[config.mk]
export PLATFORM = sky130hd
export DESIGN_NAME = st_ld_overlap
export DESIGN_NICKNAME = d
export VERILOG_FILES = /design/src/rtl/ovl_pkg.sv /design/src/rtl/ovl_store_rec.sv /design/src/rtl/ovl_range_cmp.sv /design/src/rtl/ovl_match.sv /design/src/rtl/st_ld_overlap.sv
export SDC_FILE = /design/constraint.sdc
export NUM_CORES = 1
export LEC_CHECK = 0
export ABC_AREA = 1
export BUFFER_PORTS_ARGS = -buffer_cell sky130_fd_sc_hd__buf_2
export CAP_MARGIN = 10
export CORE_MARGIN = 2
export CORE_UTILIZATION = 62
export CTS_BUF_LIST = sky130_fd_sc_hd__clkbuf_4 sky130_fd_sc_hd__clkbuf_8
export DETAILED_ROUTE_END_ITERATION = 6
export PLACE_DENSITY_LB_ADDON = 0.2
export SYNTH_ARGS = -nofsm -noshare
export SYNTH_HDL_FRONTEND = slang
export SYNTH_SLANG_ARGS = --single-unit
[constraint.sdc]
create_clock -name clk_i -period 8.65 [get_ports clk_i]
set_clock_uncertainty 0.15 [all_clocks]
set_input_delay 1.2975 -clock clk_i [delete_from_list [all_inputs] [get_ports clk_i]]
set_output_delay 1.2975 -clock clk_i [all_outputs]
set_load 0.03 [all_outputs]
[src/rtl/ovl_pkg.sv]
package ovl_pkg;
  typedef enum logic [1:0] {
    HIT_NONE  = 2'd0,
    HIT_EXACT = 2'd1,
    HIT_SWAP  = 2'd2,
    HIT_RANGE = 2'd3
  } hit_e;
endpackage

[src/rtl/ovl_store_rec.sv]
module ovl_store_rec #(
  parameter int TAG_W  = 6,
  parameter int OFS_W  = 16,
  parameter int SIZE_W = 4
) (
  input  logic              clk_i,
  input  logic              rst_ni,
  input  logic              cap_i,
  input  logic              clr_i,
  input  logic [TAG_W-1:0]  base_i,
  input  logic [TAG_W-1:0]  ofs_tag_i,
  input  logic              ofs_const_i,
  input  logic [OFS_W-1:0]  ofs_val_i,
  input  logic [SIZE_W-1:0] size_i,
  output logic [TAG_W-1:0]  base_o,
  output logic [TAG_W-1:0]  ofs_tag_o,
  output logic              ofs_const_o,
  output logic [OFS_W-1:0]  ofs_val_o,
  output logic [SIZE_W-1:0] size_o,
  output logic              vld_o
);
  always_ff @(posedge clk_i or negedge rst_ni) begin
    if (!rst_ni) begin
      base_o      <= '0;
      ofs_tag_o   <= '0;
      ofs_const_o <= 1'b0;
      ofs_val_o   <= '0;
      size_o      <= '0;
    end else if (cap_i) begin
      // capture wins over a same-cycle clear
      base_o      <= base_i;
      ofs_tag_o   <= ofs_tag_i;
      ofs_const_o <= ofs_const_i;
      ofs_val_o   <= ofs_val_i;
      size_o      <= size_i;
    end else if (clr_i) begin
      size_o      <= '0;
    end
  end

  assign vld_o = |size_o;
endmodule

[src/rtl/ovl_range_cmp.sv]
module ovl_range_cmp #(
  parameter int OFS_W  = 16,
  parameter int SIZE_W = 4
) (
  input  logic [OFS_W-1:0]  st_ofs_i,
  input  logic [SIZE_W-1:0] st_size_i,
  input  logic [OFS_W-1:0]  ld_ofs_i,
  input  logic [SIZE_W-1:0] ld_size_i,
  output logic              hit_o
);
  // two guard bits keep offset+size from wrapping
  localparam int CMP_W = OFS_W + 2;
  localparam int SEXT  = CMP_W - OFS_W;
  localparam int ZEXT  = CMP_W - SIZE_W;

  logic signed [CMP_W-1:0] st_ofs_x, ld_ofs_x, st_sz_x, ld_sz_x;
  logic signed [CMP_W-1:0] st_end, ld_end;

  always_comb begin
    st_ofs_x = $signed({{SEXT{st_ofs_i[OFS_W-1]}}, st_ofs_i});
    ld_ofs_x = $signed({{SEXT{ld_ofs_i[OFS_W-1]}}, ld_ofs_i});
    st_sz_x  = $signed({{ZEXT{1'b0}}, st_size_i});
    ld_sz_x  = $signed({{ZEXT{1'b0}}, ld_size_i});
    st_end   = st_ofs_x + st_sz_x;
    ld_end   = ld_ofs_x + ld_sz_x;
    if (st_ofs_x < ld_ofs_x) hit_o = st_end > ld_ofs_x;
    else                     hit_o = ld_end > st_ofs_x;
  end
endmodule

[src/rtl/ovl_match.sv]
module ovl_match
  import ovl_pkg::*;
#(
  parameter int TAG_W  = 6,
  parameter int OFS_W  = 16,
  parameter int SIZE_W = 4
) (
  input  logic              rec_vld_i,
  input  logic [TAG_W-1:0]  rec_base_i,
  input  logic [TAG_W-1:0]  rec_ofs_tag_i,
  input  logic              rec_const_i,
  input  logic [OFS_W-1:0]  rec_ofs_val_i,
  input  logic [SIZE_W-1:0] rec_size_i,
  input  logic [TAG_W-1:0]  ld_base_i,
  input  logic [TAG_W-1:0]  ld_ofs_tag_i,
  input  logic              ld_const_i,
  input  logic [OFS_W-1:0]  ld_ofs_val_i,
  input  logic [SIZE_W-1:0] ld_size_i,
  output hit_e              hit_o
);
  logic same_order, swap_order, range_ok, range_hit;

  ovl_range_cmp #(.OFS_W(OFS_W), .SIZE_W(SIZE_W)) i_range (
    .st_ofs_i  (rec_ofs_val_i),
    .st_size_i (rec_size_i),
    .ld_ofs_i  (ld_ofs_val_i),
    .ld_size_i (ld_size_i),
    .hit_o     (range_hit)
  );

  always_comb begin
    same_order = (ld_base_i == rec_base_i) && (ld_ofs_tag_i == rec_ofs_tag_i);
    swap_order = (ld_base_i == rec_ofs_tag_i) && (ld_ofs_tag_i == rec_base_i);
    range_ok   = (ld_base_i == rec_base_i) && rec_const_i && ld_const_i;
    hit_o      = HIT_NONE;
    if (rec_vld_i) begin
      if (same_order)                 hit_o = HIT_EXACT;
      else if (swap_order)            hit_o = HIT_SWAP;
      else if (range_ok && range_hit) hit_o = HIT_RANGE;
    end
  end
endmodule

[src/rtl/st_ld_overlap.sv]
module st_ld_overlap
  import ovl_pkg::*;
#(
  parameter int TAG_W  = 6,
  parameter int OFS_W  = 16,
  parameter int SIZE_W = 4
) (
  input  logic              clk_i,
  input  logic              rst_ni,
  input  logic              st_cap_i,
  input  logic [TAG_W-1:0]  st_base_i,
  input  logic [TAG_W-1:0]  st_ofs_tag_i,
  input  logic              st_ofs_const_i,
  input  logic [OFS_W-1:0]  st_ofs_val_i,
  input  logic [SIZE_W-1:0] st_size_i,
  input  logic              grp_clr_i,
  input  logic              ld_vld_i,
  input  logic [TAG_W-1:0]  ld_base_i,
  input  logic [TAG_W-1:0]  ld_ofs_tag_i,
  input  logic              ld_ofs_const_i,
  input  logic [OFS_W-1:0]  ld_ofs_val_i,
  input  logic [SIZE_W-1:0] ld_size_i,
  output logic              overlap_o
);
  logic [TAG_W-1:0]  rec_base, rec_ofs_tag;
  logic              rec_const, rec_vld;
  logic [OFS_W-1:0]  rec_ofs_val;
  logic [SIZE_W-1:0] rec_size;
  hit_e              hit;

  ovl_store_rec #(.TAG_W(TAG_W), .OFS_W(OFS_W), .SIZE_W(SIZE_W)) i_rec (
    .clk_i       (clk_i),
    .rst_ni      (rst_ni),
    .cap_i       (st_cap_i),
    .clr_i       (grp_clr_i),
    .base_i      (st_base_i),
    .ofs_tag_i   (st_ofs_tag_i),
    .ofs_const_i (st_ofs_const_i),
    .ofs_val_i   (st_ofs_val_i),
    .size_i      (st_size_i),
    .base_o      (rec_base),
    .ofs_tag_o   (rec_ofs_tag),
    .ofs_const_o (rec_const),
    .ofs_val_o   (rec_ofs_val),
    .size_o      (rec_size),
    .vld_o       (rec_vld)
  );

  ovl_match #(.TAG_W(TAG_W), .OFS_W(OFS_W), .SIZE_W(SIZE_W)) i_match (
    .rec_vld_i     (rec_vld),
    .rec_base_i    (rec_base),
    .rec_ofs_tag_i (rec_ofs_tag),
    .rec_const_i   (rec_const),
    .rec_ofs_val_i (rec_ofs_val),
    .rec_size_i    (rec_size),
    .ld_base_i     (ld_base_i),
    .ld_ofs_tag_i  (ld_ofs_tag_i),
    .ld_const_i    (ld_ofs_const_i),
    .ld_ofs_val_i  (ld_ofs_val_i),
    .ld_size_i     (ld_size_i),
    .hit_o         (hit)
  );

  assign overlap_o = ld_vld_i && (hit != HIT_NONE);
endmodule

==> results of run 1 <==
## worst min-delay path, cell delays in order, from the launching register on
cell	delay, ps
dfrtp_1	340
nand2_1	60
nand2_1	50
## logic make-up (layout without fill, tap and decap cells)
kind of cell / Yosys count / in the layout
AO/OA/AOI/OAI: 71 / 71
XOR/XNOR: 41 / 41
adder cells (fa/ha/maj): 59 / 59
buffers and inverters: 91 / 164
flip-flops: 33 / 33
AND/OR/NAND/NOR: 214 / 214
## power breakdown
| group | internal (mW) | switching, mW |
|---|---|---|
| sequential | 0.168 | 0.0148 |
| combinational | 0.0800 | 0.116 |
| clock | 0.0972 | 0.0609 |
| total | 0.345 | 0.191 |
## registers in the layout, summed over array words and instances, names as in the netlist
register,count
i_rec.ofs_val_o,16
i_rec.size_o,4
i_rec.base_o,6
i_rec.ofs_tag_o,6
i_rec.ofs_const_o,1
## placed cells by master, fill, tap and decap left out, drive strengths merged
cell	n
fa	2
nand4	9
and2	1
inv	85
buf	71
nand3b	1
nor3	8
or2	1
nand2	126
nand3	21
bufinv	1
xnor2	5
nor2	39
xor2	36
o41ai	1
clkbuf	7
a21o	3
o21ai	39
nor4	6
a31oi	1
ha	57
dfrtp	33
nor3b	2
a21oi	27
## layout make-up
class | count | area (um2)
clock buffers | 7 | 90.09
clock inverters | 1 | 30.03
fillers | 467 | 1421
inverters | 85 | 319.1
multi-input cells | 385 | 2442
flip-flops and latches | 33 | 825.8
well taps | 72 | 90.09
repair buffers | 71 | 355.3
## path summary, 6_finish.rpt
| check | start | end | slack (ps) | cells after the start |
|---|---|---|---|---|
| setup / recovery | ld_ofs_val_i[0] | overlap_o | 2620 | 25 |
| hold / removal | i_rec.ofs_const_o | i_rec.ofs_const_o | 320 | 2 |
| setup reg to reg | i_rec.ofs_val_o[8] | i_rec.ofs_val_o[8] | 7620 | 2 |
| hold reg to reg | i_rec.ofs_const_o | i_rec.ofs_const_o | 320 | 2 |
| max in group asynchronous | rst_ni | i_rec.base_o[3] | 6910 | 1 |
| min in group asynchronous | rst_ni | i_rec.ofs_val_o[10] | 930 | 1 |
## metal layers
metal  part of all wire [%]  vias up  global-route usage, %  wire [um]
met5                      0        -                      0          0
met4                    1.9        0                  8.305        168
met3                    5.2       21                  4.382        446
met2                     48       97                  50.92       4129
met1                     45     1556                  37.89       3883
li1                       -     1784                      -          -
## through the flow
| step | area (um2) | cells |
|---|---|---|
| 4_1_cts | 4153 | 654 |
| 2_1_floorplan | 3610 | 509 |
| 3_5_place_dp | 4033 | 646 |
| 5_1_grt | 4153 | 654 |
| 6_report | 4153 | 654 |
| 3_3_place_gp | 4033 | 646 |
==> results by group, run 1 <==
Logic synthesis
  – XOR/XNOR share of the synthesized area: 9.948%
  – Top cells by count, synth: nand2_1, inv_1, ha_1
  – Count leader, synth: nand2_1
  – Synth Area in Simple Gates: 26.45%
  – Post-synth EDFFs: 0
  – Gate Count Post-Synth: 509
  – Multiplexer share of the synthesized area: 0%
  – Synth warnings: 0
  – Ys flop type: dfrtp_1
  – Yosys top cell by area: dfrtp_1
  – Sequential share of the synthesized area: 22.88%
  – Mapped Area: 3610 um2
  – Synth Area in Compound Gates: 10.40%
  – Number of distinct library cells after synthesis: 33
  – Post-Syn Nets: around 640
  – Synth area leaders: dfrtp_1, ha_1, nand2_1
  – Ys async rst share: 100.0%
  – Synth top area share: 22.88%
  – Post-Synth Adder-Cell Area: 20.87%
  – Mean Syn Cell Area: 7.092 um2
  – Yosys reg bits: 33
  – Largest family of logic cells by synthesized area: simple AND/OR/NAND/NOR gates

CTS
  – Post-CTS Hold Fix Bufs: 0
  – Setup Fix Bufs, Post-CTS: 0
  – Clock transition at path regs: approximately 70 ps
  – Num Clock Sinks: 33
  – Root buffer cell: clkbuf_8
  – Worst-skew pair later-pin latency: 280 ps
  – CTS H-tree lvls: 2
  – Cts repair resizes: 0
  – CTS tree: yes
  – Clock Tree Buf Depth: 2
  – Clock buffer count from CTS: 5

Floorplan
  – Io pins: 72
  – Core area: 5574 um2
  – Die Wd: 80.30 um
  – Initial Utilization: 64.76%
  – Row cnt: 27
  – Total die area: 6448 um2
  – Die height: 80.30 um

Timing
  – Crit share post-route: 69.67%
  – Tmin final: 6026 ps
  – Setup TNS Final: 0 ps
  – Max Freq: 165.9 MHz
  – Hold Slack: 323.1 ps
  – RSZ-0062 raised after global routing: false
  – Least-Margin Pin Slew: approximately 900 ps
  – Fin worst setup slack: 2624 ps
  – Hold Vio Cnt, Final: 0
  – Final Setup Violations: 0
  – Worst slew margin: 40.13%
  – Slew Viols, Final: 0

Setup path
  – Worst EP required: roughly 7000 ps
  – Critical Path Start Type: primary input
  – Arr. time, crit path: 4580 ps
  – Worst path top cell family by delay: simple AND/OR/NAND/NOR gates
  – CP Max Fanout: 3
  – Crit-path slowest cell: fa_1
  – CP bufs+invs: 5
  – Setup crit end kind: output pin
  – Critical Setup Path Class: primary input to output pin
  – Critical Path Max Stage Delay: 420 ps

Place
  – GPL Wtd Cong: 0.9599
  – Pre-CTS setup slack: 2692 ps
  – DP Wirelength: 7.007 mm
  – IO Port Bufs: 71

Route
  – DRC Markers: 0
  – Vias per cell: 5.287
  – Drt wl/cell: 13.19 um
  – First-pass detailed-route iteration total: 4
  – WL final: 8.627 mm
  – First DRT Iteration DRCs: 210
  – ANT nets after route: 0
  – Total number of vias: 3458

Status
  – Status: finished, final reports clean

GRT
  – Largest net degree at the start of global routing: 58
  – Initial antenna violation count: 0
  – GRT Total Usage: 29.38%
  – Vias in the first global route: 3435
  – First-pass GRT wire length: 14.91 mm
  – Gr ovfl total: 0

Cells and area
  – Final #Nets: ~710
  – Area growth, synth to finish: 15.04%
  – Share of cells above drive strength 1: ~16%
  – N_diodes: 0
  – Final Util: 74.50%

Power and ir drop
  – Peak supply drop: 93.27 uV
  – Pwr Density: ~130 nW/um2
  – Total chip power: about 540 uW
  – Leakage: approximately 2.4 nW

Worst hold path
  – Worst min-delay path category: flop to flop

Flow run
  – Max-cap violations: 0
(Power assumes the default switching activity.)
==> inputs of run 2 (changes only) <==
--- a/config.mk
+++ b/config.mk
@@ -9,7 +9,7 @@
 export BUFFER_PORTS_ARGS = -buffer_cell sky130_fd_sc_hd__buf_2
 export CAP_MARGIN = 10
 export CORE_MARGIN = 2
-export CORE_UTILIZATION = 62
+export CORE_UTILIZATION = 58
 export CTS_BUF_LIST = sky130_fd_sc_hd__clkbuf_4 sky130_fd_sc_hd__clkbuf_8
 export DETAILED_ROUTE_END_ITERATION = 6
 export PLACE_DENSITY_LB_ADDON = 0.2
==> constraint.sdc (replaced) <==
create_clock -name clk_i -period 6.3 [get_ports clk_i]
set_clock_uncertainty 0.15 [all_clocks]
set_input_delay 0.945 -clock clk_i [delete_from_list [all_inputs] [get_ports clk_i]]
set_output_delay 0.945 -clock clk_i [all_outputs]
set_load 0.03 [all_outputs]
==> results by group, run 2 (synthesized netlist as in run 1, its figures left out) <==
Status
  – Status: finished, final reports clean

Timing
  – Crit share post-route: between 80 and 90%
  – Tmin final: between 5000 and 6000 ps
  – Hold Vio Cnt, Final: 0 (unchanged)
  – Final Setup Violations: 0 (unchanged)
  – Fin worst setup slack: 1091 ps (-1532 ps)
  – Max Freq: 192.0 MHz
  – Worst slew margin: 39.80% (-0.34 points)
  – Hold Slack: 360.9 ps (+37.81 ps)
  – Slew Viols, Final: 0 (unchanged)
  – Setup TNS Final: 0 ps (unchanged)
  – RSZ-0062 raised after global routing: false
  – Least-Margin Pin Slew: 903.1 ps (+5.057 ps)

Setup path
  – Arr. time, crit path: 4110 ps (-470 ps)
  – CP Max Fanout: 3 (unchanged)
  – Critical Path Start Type: primary input
  – Critical Setup Path Class: primary input to output pin
  – Setup crit end kind: output pin
  – Worst EP required: 5200 ps (-2000 ps)

Route
  – Total number of vias: 3434 (-0.69%)
  – ANT nets after route: 0 (unchanged)
  – First-pass detailed-route iteration total: 4 (unchanged)
  – Vias per cell: 5.227 (-1.1%)
  – WL final: 8.445 mm (-2.1%)
  – DRC Markers: 0 (unchanged)
  – Drt wl/cell: 12.85 um (-2.6%)
  – First DRT Iteration DRCs: 122 (-42%)

Power and ir drop
  – Total chip power: 680.0 uW (+27%)
  – Pwr Density: 164.9 nW/um2 (+28%)
  – Leakage: 2.341 nW (-0.76%)
  – Peak supply drop: 120.9 uV (+30%)

CTS
  – CTS H-tree lvls: 2 (unchanged)
  – Root buffer cell: clkbuf_8
  – Clock buffer count from CTS: 5 (unchanged)
  – Num Clock Sinks: 33 (unchanged)
  – Worst-skew pair later-pin latency: 290 ps (about the same)
  – Clock Tree Buf Depth: 2 (unchanged)
  – Cts repair resizes: 0 (unchanged)
  – Post-CTS Hold Fix Bufs: 0 (unchanged)
  – CTS tree: yes
  – Setup Fix Bufs, Post-CTS: 0 (unchanged)
  – Clock transition at path regs: 70 ps (about the same)

Cells and area
  – Final Util: 69.22% (-5.3 points)
  – Most common cell after layout, fill and taps aside: nand2_1
  – Share of cells above drive strength 1: 16.32% (unchanged)
  – Area growth, synth to finish: 14.21%
  – Largest registers: i_rec.ofs_val_o x16, i_rec.base_o x6, i_rec.ofs_tag_o x6
  – N_diodes: 0 (unchanged)
  – Max FFs per register: 16 (unchanged)
  – Most frequent cells in the layout: nand2_1, inv_1, buf_2
  – Fill count: 525 (+12%)
  – Largest Register: i_rec.ofs_val_o
  – Final #Nets: 711 (unchanged)

GRT
  – First-pass GRT wire length: 14.28 mm (-4.3%)
  – Vias in the first global route: 3325 (-3.2%)
  – Met3 usage: 3.579% (-0.80 points)
  – GRT met1 Usage: 31.19% (-6.7 points)
  – Largest net degree at the start of global routing: 58 (unchanged)
  – Grt peak-use layer: met2
  – Gr ovfl total: 0 (unchanged)
  – Met2 usage: 43.48% (-7.4 points)
  – GRT Total Usage: 24.98% (-4.4 points)
  – Initial antenna violation count: 0 (unchanged)

Worst hold path
  – Worst min-delay path category: flop to flop

Floorplan
  – Initial Utilization: 60.61% (-4.1 points)
  – Die Wd: 82.89 um (+3.2%)
  – Row cnt: 28 (+3.7%)
  – Total die area: 6871 um2 (+6.6%)
  – Io pins: 72 (unchanged)
  – Die height: 82.89 um (+3.2%)
  – Core area: 5956 um2 (+6.8%)

Place
  – DP Wirelength: 6.993 mm (-0.19%)
  – GPL Wtd Cong: 0.9716 (+1.2%)
  – IO Port Bufs: 71 (unchanged)
  – Pre-CTS setup slack: 1111 ps (-1580 ps)

Flow run
  – Max-cap violations: 0 (unchanged)
[run 2: cell types whose count changed in the layout (fill, tap and decap cells not counted)]
cell	previous run	this run
clkinv_2	0	2
bufinv_16	1	0
clkbuf_4	1	0
clkbuf_8	6	5
clkinvlp_4	0	1
[run 2: worst paths after layout]
path                                    startpoint            endpoint  slack [ps]  cells past startpoint
worst max register to register  i_rec.ofs_val_o[8]  i_rec.ofs_val_o[8]        5200                      2
min in group asynchronous                   rst_ni  i_rec.ofs_val_o[6]         590                      1
max in group asynchronous                   rst_ni  i_rec.ofs_val_o[0]        4900                      1
worst max-delay path               ld_ofs_val_i[0]           overlap_o        1090                     25
worst min register to register   i_rec.ofs_const_o   i_rec.ofs_const_o         360                      2
worst min-delay path             i_rec.ofs_const_o   i_rec.ofs_const_o         360                      2
[run 2: stage by stage]
step | instance area, um2 | instances
after floorplan | 3610 | 509
after detailed placement | 4036 | 649
after global placement | 4036 | 649
after global routing | 4123 | 657
final | 4123 | 657
after CTS | 4123 | 657
[run 2: report_power, final]
part	total, mW	switching [mW]	internal [mW]
clock	0.162	0.0858	0.0763
sequential	0.251	0.0210	0.230
combinational	0.267	0.157	0.109
[run 2: critical path, cell delays in order]
cell	delay, ps
buf_2	100
ha_1	170
inv_1	60
fa_1	420
o21ai_2	190
nand2_1	100
nor2_2	120
nand2_2	80
nor2_4	100
nand3_2	90
nor3_2	130
xor2_1	160
inv_1	60
ha_1	290
nand2_1	50
inv_1	60
nand2_1	70
nor2_1	130
nand3_1	110
nand4_1	110
nand2_1	50
nand3_1	60
nand3_1	80
a21oi_1	160
buf_2	220
[run 2: metal layers]
metal  routed length [um]  up-vias  part of all wire (%)
met3                  386       22                   4.6
met1                 3826     1544                    45
met5                    0        -                     0
li1                     -     1782                     -
met2                 4007       86                    47
met4                  225        0                   2.7
[run 2: area by class of cell]
class,count,area [um2],share of cell area (%)
clock buffer,5,68.82,1.669
clock inverter,3,17.52,0.4249
inverter,85,319.1,7.739
multi-input combinational,385,2442,59.24
sequential,33,825.8,20.03
tap,75,93.84,2.276
timing repair buffer,71,355.3,8.619
==> inputs of run 3 (changes only) <==
--- a/config.mk
+++ b/config.mk
@@ -9,7 +9,7 @@
 export BUFFER_PORTS_ARGS = -buffer_cell sky130_fd_sc_hd__buf_2
 export CAP_MARGIN = 10
 export CORE_MARGIN = 2
-export CORE_UTILIZATION = 58
+export CORE_UTILIZATION = 52
 export CTS_BUF_LIST = sky130_fd_sc_hd__clkbuf_4 sky130_fd_sc_hd__clkbuf_8
 export DETAILED_ROUTE_END_ITERATION = 6
 export PLACE_DENSITY_LB_ADDON = 0.2
==> constraint.sdc (replaced) <==
create_clock -name clk_i -period 4.75 [get_ports clk_i]
set_clock_uncertainty 0.15 [all_clocks]
set_input_delay 0.7125 -clock clk_i [delete_from_list [all_inputs] [get_ports clk_i]]
set_output_delay 0.7125 -clock clk_i [all_outputs]
set_load 0.03 [all_outputs]
==> results by group, run 3 (synthesized netlist as in run 1, its figures left out) <==
Status
  – Status: finished, final reports clean

Floorplan
  – Io pins: 72 (unchanged)
  – Total die area: 7624 um2 (+11%)
  – Row cnt: 30 (+7.1%)
  – Core area: 6756 um2 (+13%)
  – Initial Utilization: 53.43% (-7.2 points)
  – Die Wd: 87.32 um (+5.3%)
  – Die height: 87.32 um (+5.3%)

CTS
  – Clock buffer count from CTS: 5 (unchanged)
  – Clock transition at path regs: 70 ps (about the same)
  – Num Clock Sinks: 33 (unchanged)
  – Clock Tree Buf Depth: 2 (unchanged)
  – CTS tree: yes
  – Worst-skew pair later-pin latency: 280 ps (about the same)
  – Root buffer cell: clkbuf_8
  – CTS H-tree lvls: 2 (unchanged)
  – Post-CTS Hold Fix Bufs: 0 (unchanged)

Setup path
  – Worst EP required: 3890 ps (-1310 ps)
  – CP Max Fanout: 2 (-1)
  – Crit path from: ld_size_i[0]
  – Critical Path Start Type: primary input
  – Critical Setup Path Class: primary input to output pin
  – Arr. time, crit path: 3730 ps (-380 ps)
  – RR Endpoint: i_rec.ofs_val_o[0]
  – Worst R2R Start: i_rec.ofs_val_o[0]
  – R2r worst-path depth: 4 (+2)
  – Reg-to-reg slack, setup: 3680 ps (-1520 ps)
  – Crit path to: overlap_o
  – Setup crit end kind: output pin

Power and ir drop
  – Pwr Density: 214.9 nW/um2 (+30%)
  – Clock power share: 23.8% (about the same)
  – Combinational fraction of design power: 41.2% (+2.0 points)
  – Leakage: 2.425 nW (+3.6%)
  – P_int: 585.4 uW (+41%)
  – P_sw: 365.3 uW (+38%)
  – Seq pwr share: 35.0% (-2.0 points)
  – Total chip power: 950.6 uW (+40%)
  – Switching share of power: 38.42% (-0.40 points)
  – Peak supply drop: 141.1 uV (+17%)

Cells and area
  – Share of cells above drive strength 1: 23.15% (+6.8 points)
  – Most frequent cells in the layout: nand2_1, inv_1, buf_2
  – Largest Register: i_rec.ofs_val_o
  – Area growth, synth to finish: 22.56%
  – Max FFs per register: 16 (unchanged)
  – N_diodes: 0 (unchanged)
  – Post-Layout Inst Area: 4424 um2 (+7.3%)
  – Largest registers: i_rec.ofs_val_o x16, i_rec.base_o x6, i_rec.ofs_tag_o x6
  – Most common cell after layout, fill and taps aside: nand2_1
  – Final #Nets: 726 (+2.1%)

Place
  – GPL Wtd Cong: 0.9491 (-2.3%)
  – Placed instance area: 4050 um2 (+0.34%)
  – IO Port Bufs: 71 (unchanged)
  – DP Wirelength: 6.986 mm (-0.11%)

Route
  – First DRT Iteration DRCs: 116 (-4.9%)
  – Vias per cell: 5.127 (-1.9%)
  – DRC Markers: 0 (unchanged)
  – WL final: 8.760 mm (+3.7%)
  – First-pass detailed-route iteration total: 4 (unchanged)
  – Total number of vias: 3466 (+0.93%)
  – ANT nets after route: 0 (unchanged)
  – Drt wl/cell: 12.96 um (+0.81%)

Timing
  – Worst slew margin: 41.36% (+1.6 points)
  – Hold Vio Cnt, Final: 0 (unchanged)
  – Max Freq: 217.7 MHz
  – Tmin final: 4593 ps
  – Least-Margin Pin Slew: 879.5 ps (-23.52 ps)
  – Crit share post-route: 96.70%
  – Slew Viols, Final: 0 (unchanged)
  – Final Setup Violations: 0 (unchanged)

GRT
  – GRT Total Usage: 23.39% (-1.6 points)
  – Vias in the first global route: 3293 (-0.96%)
  – First-pass GRT wire length: 14.35 mm (+0.48%)
  – Largest net degree at the start of global routing: 58 (unchanged)
  – Initial antenna violation count: 0 (unchanged)
  – Gr ovfl total: 0 (unchanged)

Worst hold path
  – Hold wc startpoint: i_rec.ofs_const_o
  – Worst min-delay path category: flop to flop

Flow run
  – Max-cap violations: 0 (unchanged)
-- run 3: cell count changes in the layout (fill, tap and decap cells not counted), sizes merged --
| cell | before | now |
|---|---|---|
| clkinv | 2 | 0 |
| buf | 71 | 86 |
| clkbuf | 5 | 6 |
-- run 3: area by class of cell --
class                   instances  area (um2)
multi-input cells             385        2600
fillers                       598        2332
repair buffers                 86       486.7
inverters                      85       321.6
clock buffers                   6       82.58
flip-flops and latches         33       825.8
clock inverters                 1       7.507
well taps                      80       100.1
-- run 3: power by group through the flow --
stage	Sequential [mW]	Clock (mW)	Combinational, mW
finish	0.333	0.227	0.391
global placement	0.338	0	0.338
floorplan	0.331	0	0.247
CTS	0.333	0.232	0.357
global route	0.336	0.247	0.446
detailed placement	0.338	0	0.349
-- run 3: worst max-delay path, cell delays in order --
cell and delay (ps):
buf_4 100, ha_4 130, inv_2 30, fa_2 360
o21ai_2 150, nand2_1 100, nor2_2 150, nand2_2 90
nor2_4 120, nand3_2 100, nor3_2 180, xor2_1 170
inv_1 80, ha_4 270, nand2_2 50, inv_2 60
nand2_2 70, nor2_4 130, nand3_2 70, nand4_1 90
nand2_1 70, nand3_2 60, nand3_2 70, a21oi_2 160
buf_6 150
-- run 3: routing by layer --
metal / track usage [%] / up-vias / part of all wire (%)
li1: - / 1810 / -
met1: 30.67 / 1568 / 46
met2: 40.01 / 76 / 48
met3: 3.886 / 12 / 4.4
met4: 5.594 / 0 / 1.2
met5: 0 / - / 0
-- run 3: worst min-delay path by stage --
stage	depth (start not counted)	slack, ps	endpoint
final	2	330	i_rec.ofs_const_o
after global routing	2	380	i_rec.ofs_const_o
after CTS	2	340	i_rec.ofs_const_o
after detailed placement	2	320	i_rec.ofs_const_o
after global placement	2	310	i_rec.ofs_const_o
after floorplan	0	270	i_rec.base_o[0]
-- run 3: what timing repair did --
action,CTS,global route
endpoints found under the setup margin,1,1
setup buffers,4,11
pin swaps,4,35
resized for setup,3,43
-- run 3: through the flow --
step | std cells | setup TNS (ps) | hold slack [ps] | setup WS (ps) | utilization (%)
after floorplan | 509 | 0 | 266.9 | 255.8 | -
after global placement | 655 | 0 | 310.9 | 117.6 | 59.94
after detailed placement | 655 | 0 | 323.3 | 55.58 | 59.94
after CTS | 666 | 0 | 338.8 | 0.5556 | 61.91
after global routing | 676 | -41.35 | 377.8 | -41.35 | 65.48
final | 676 | 0 | 331.5 | 156.7 | 65.48
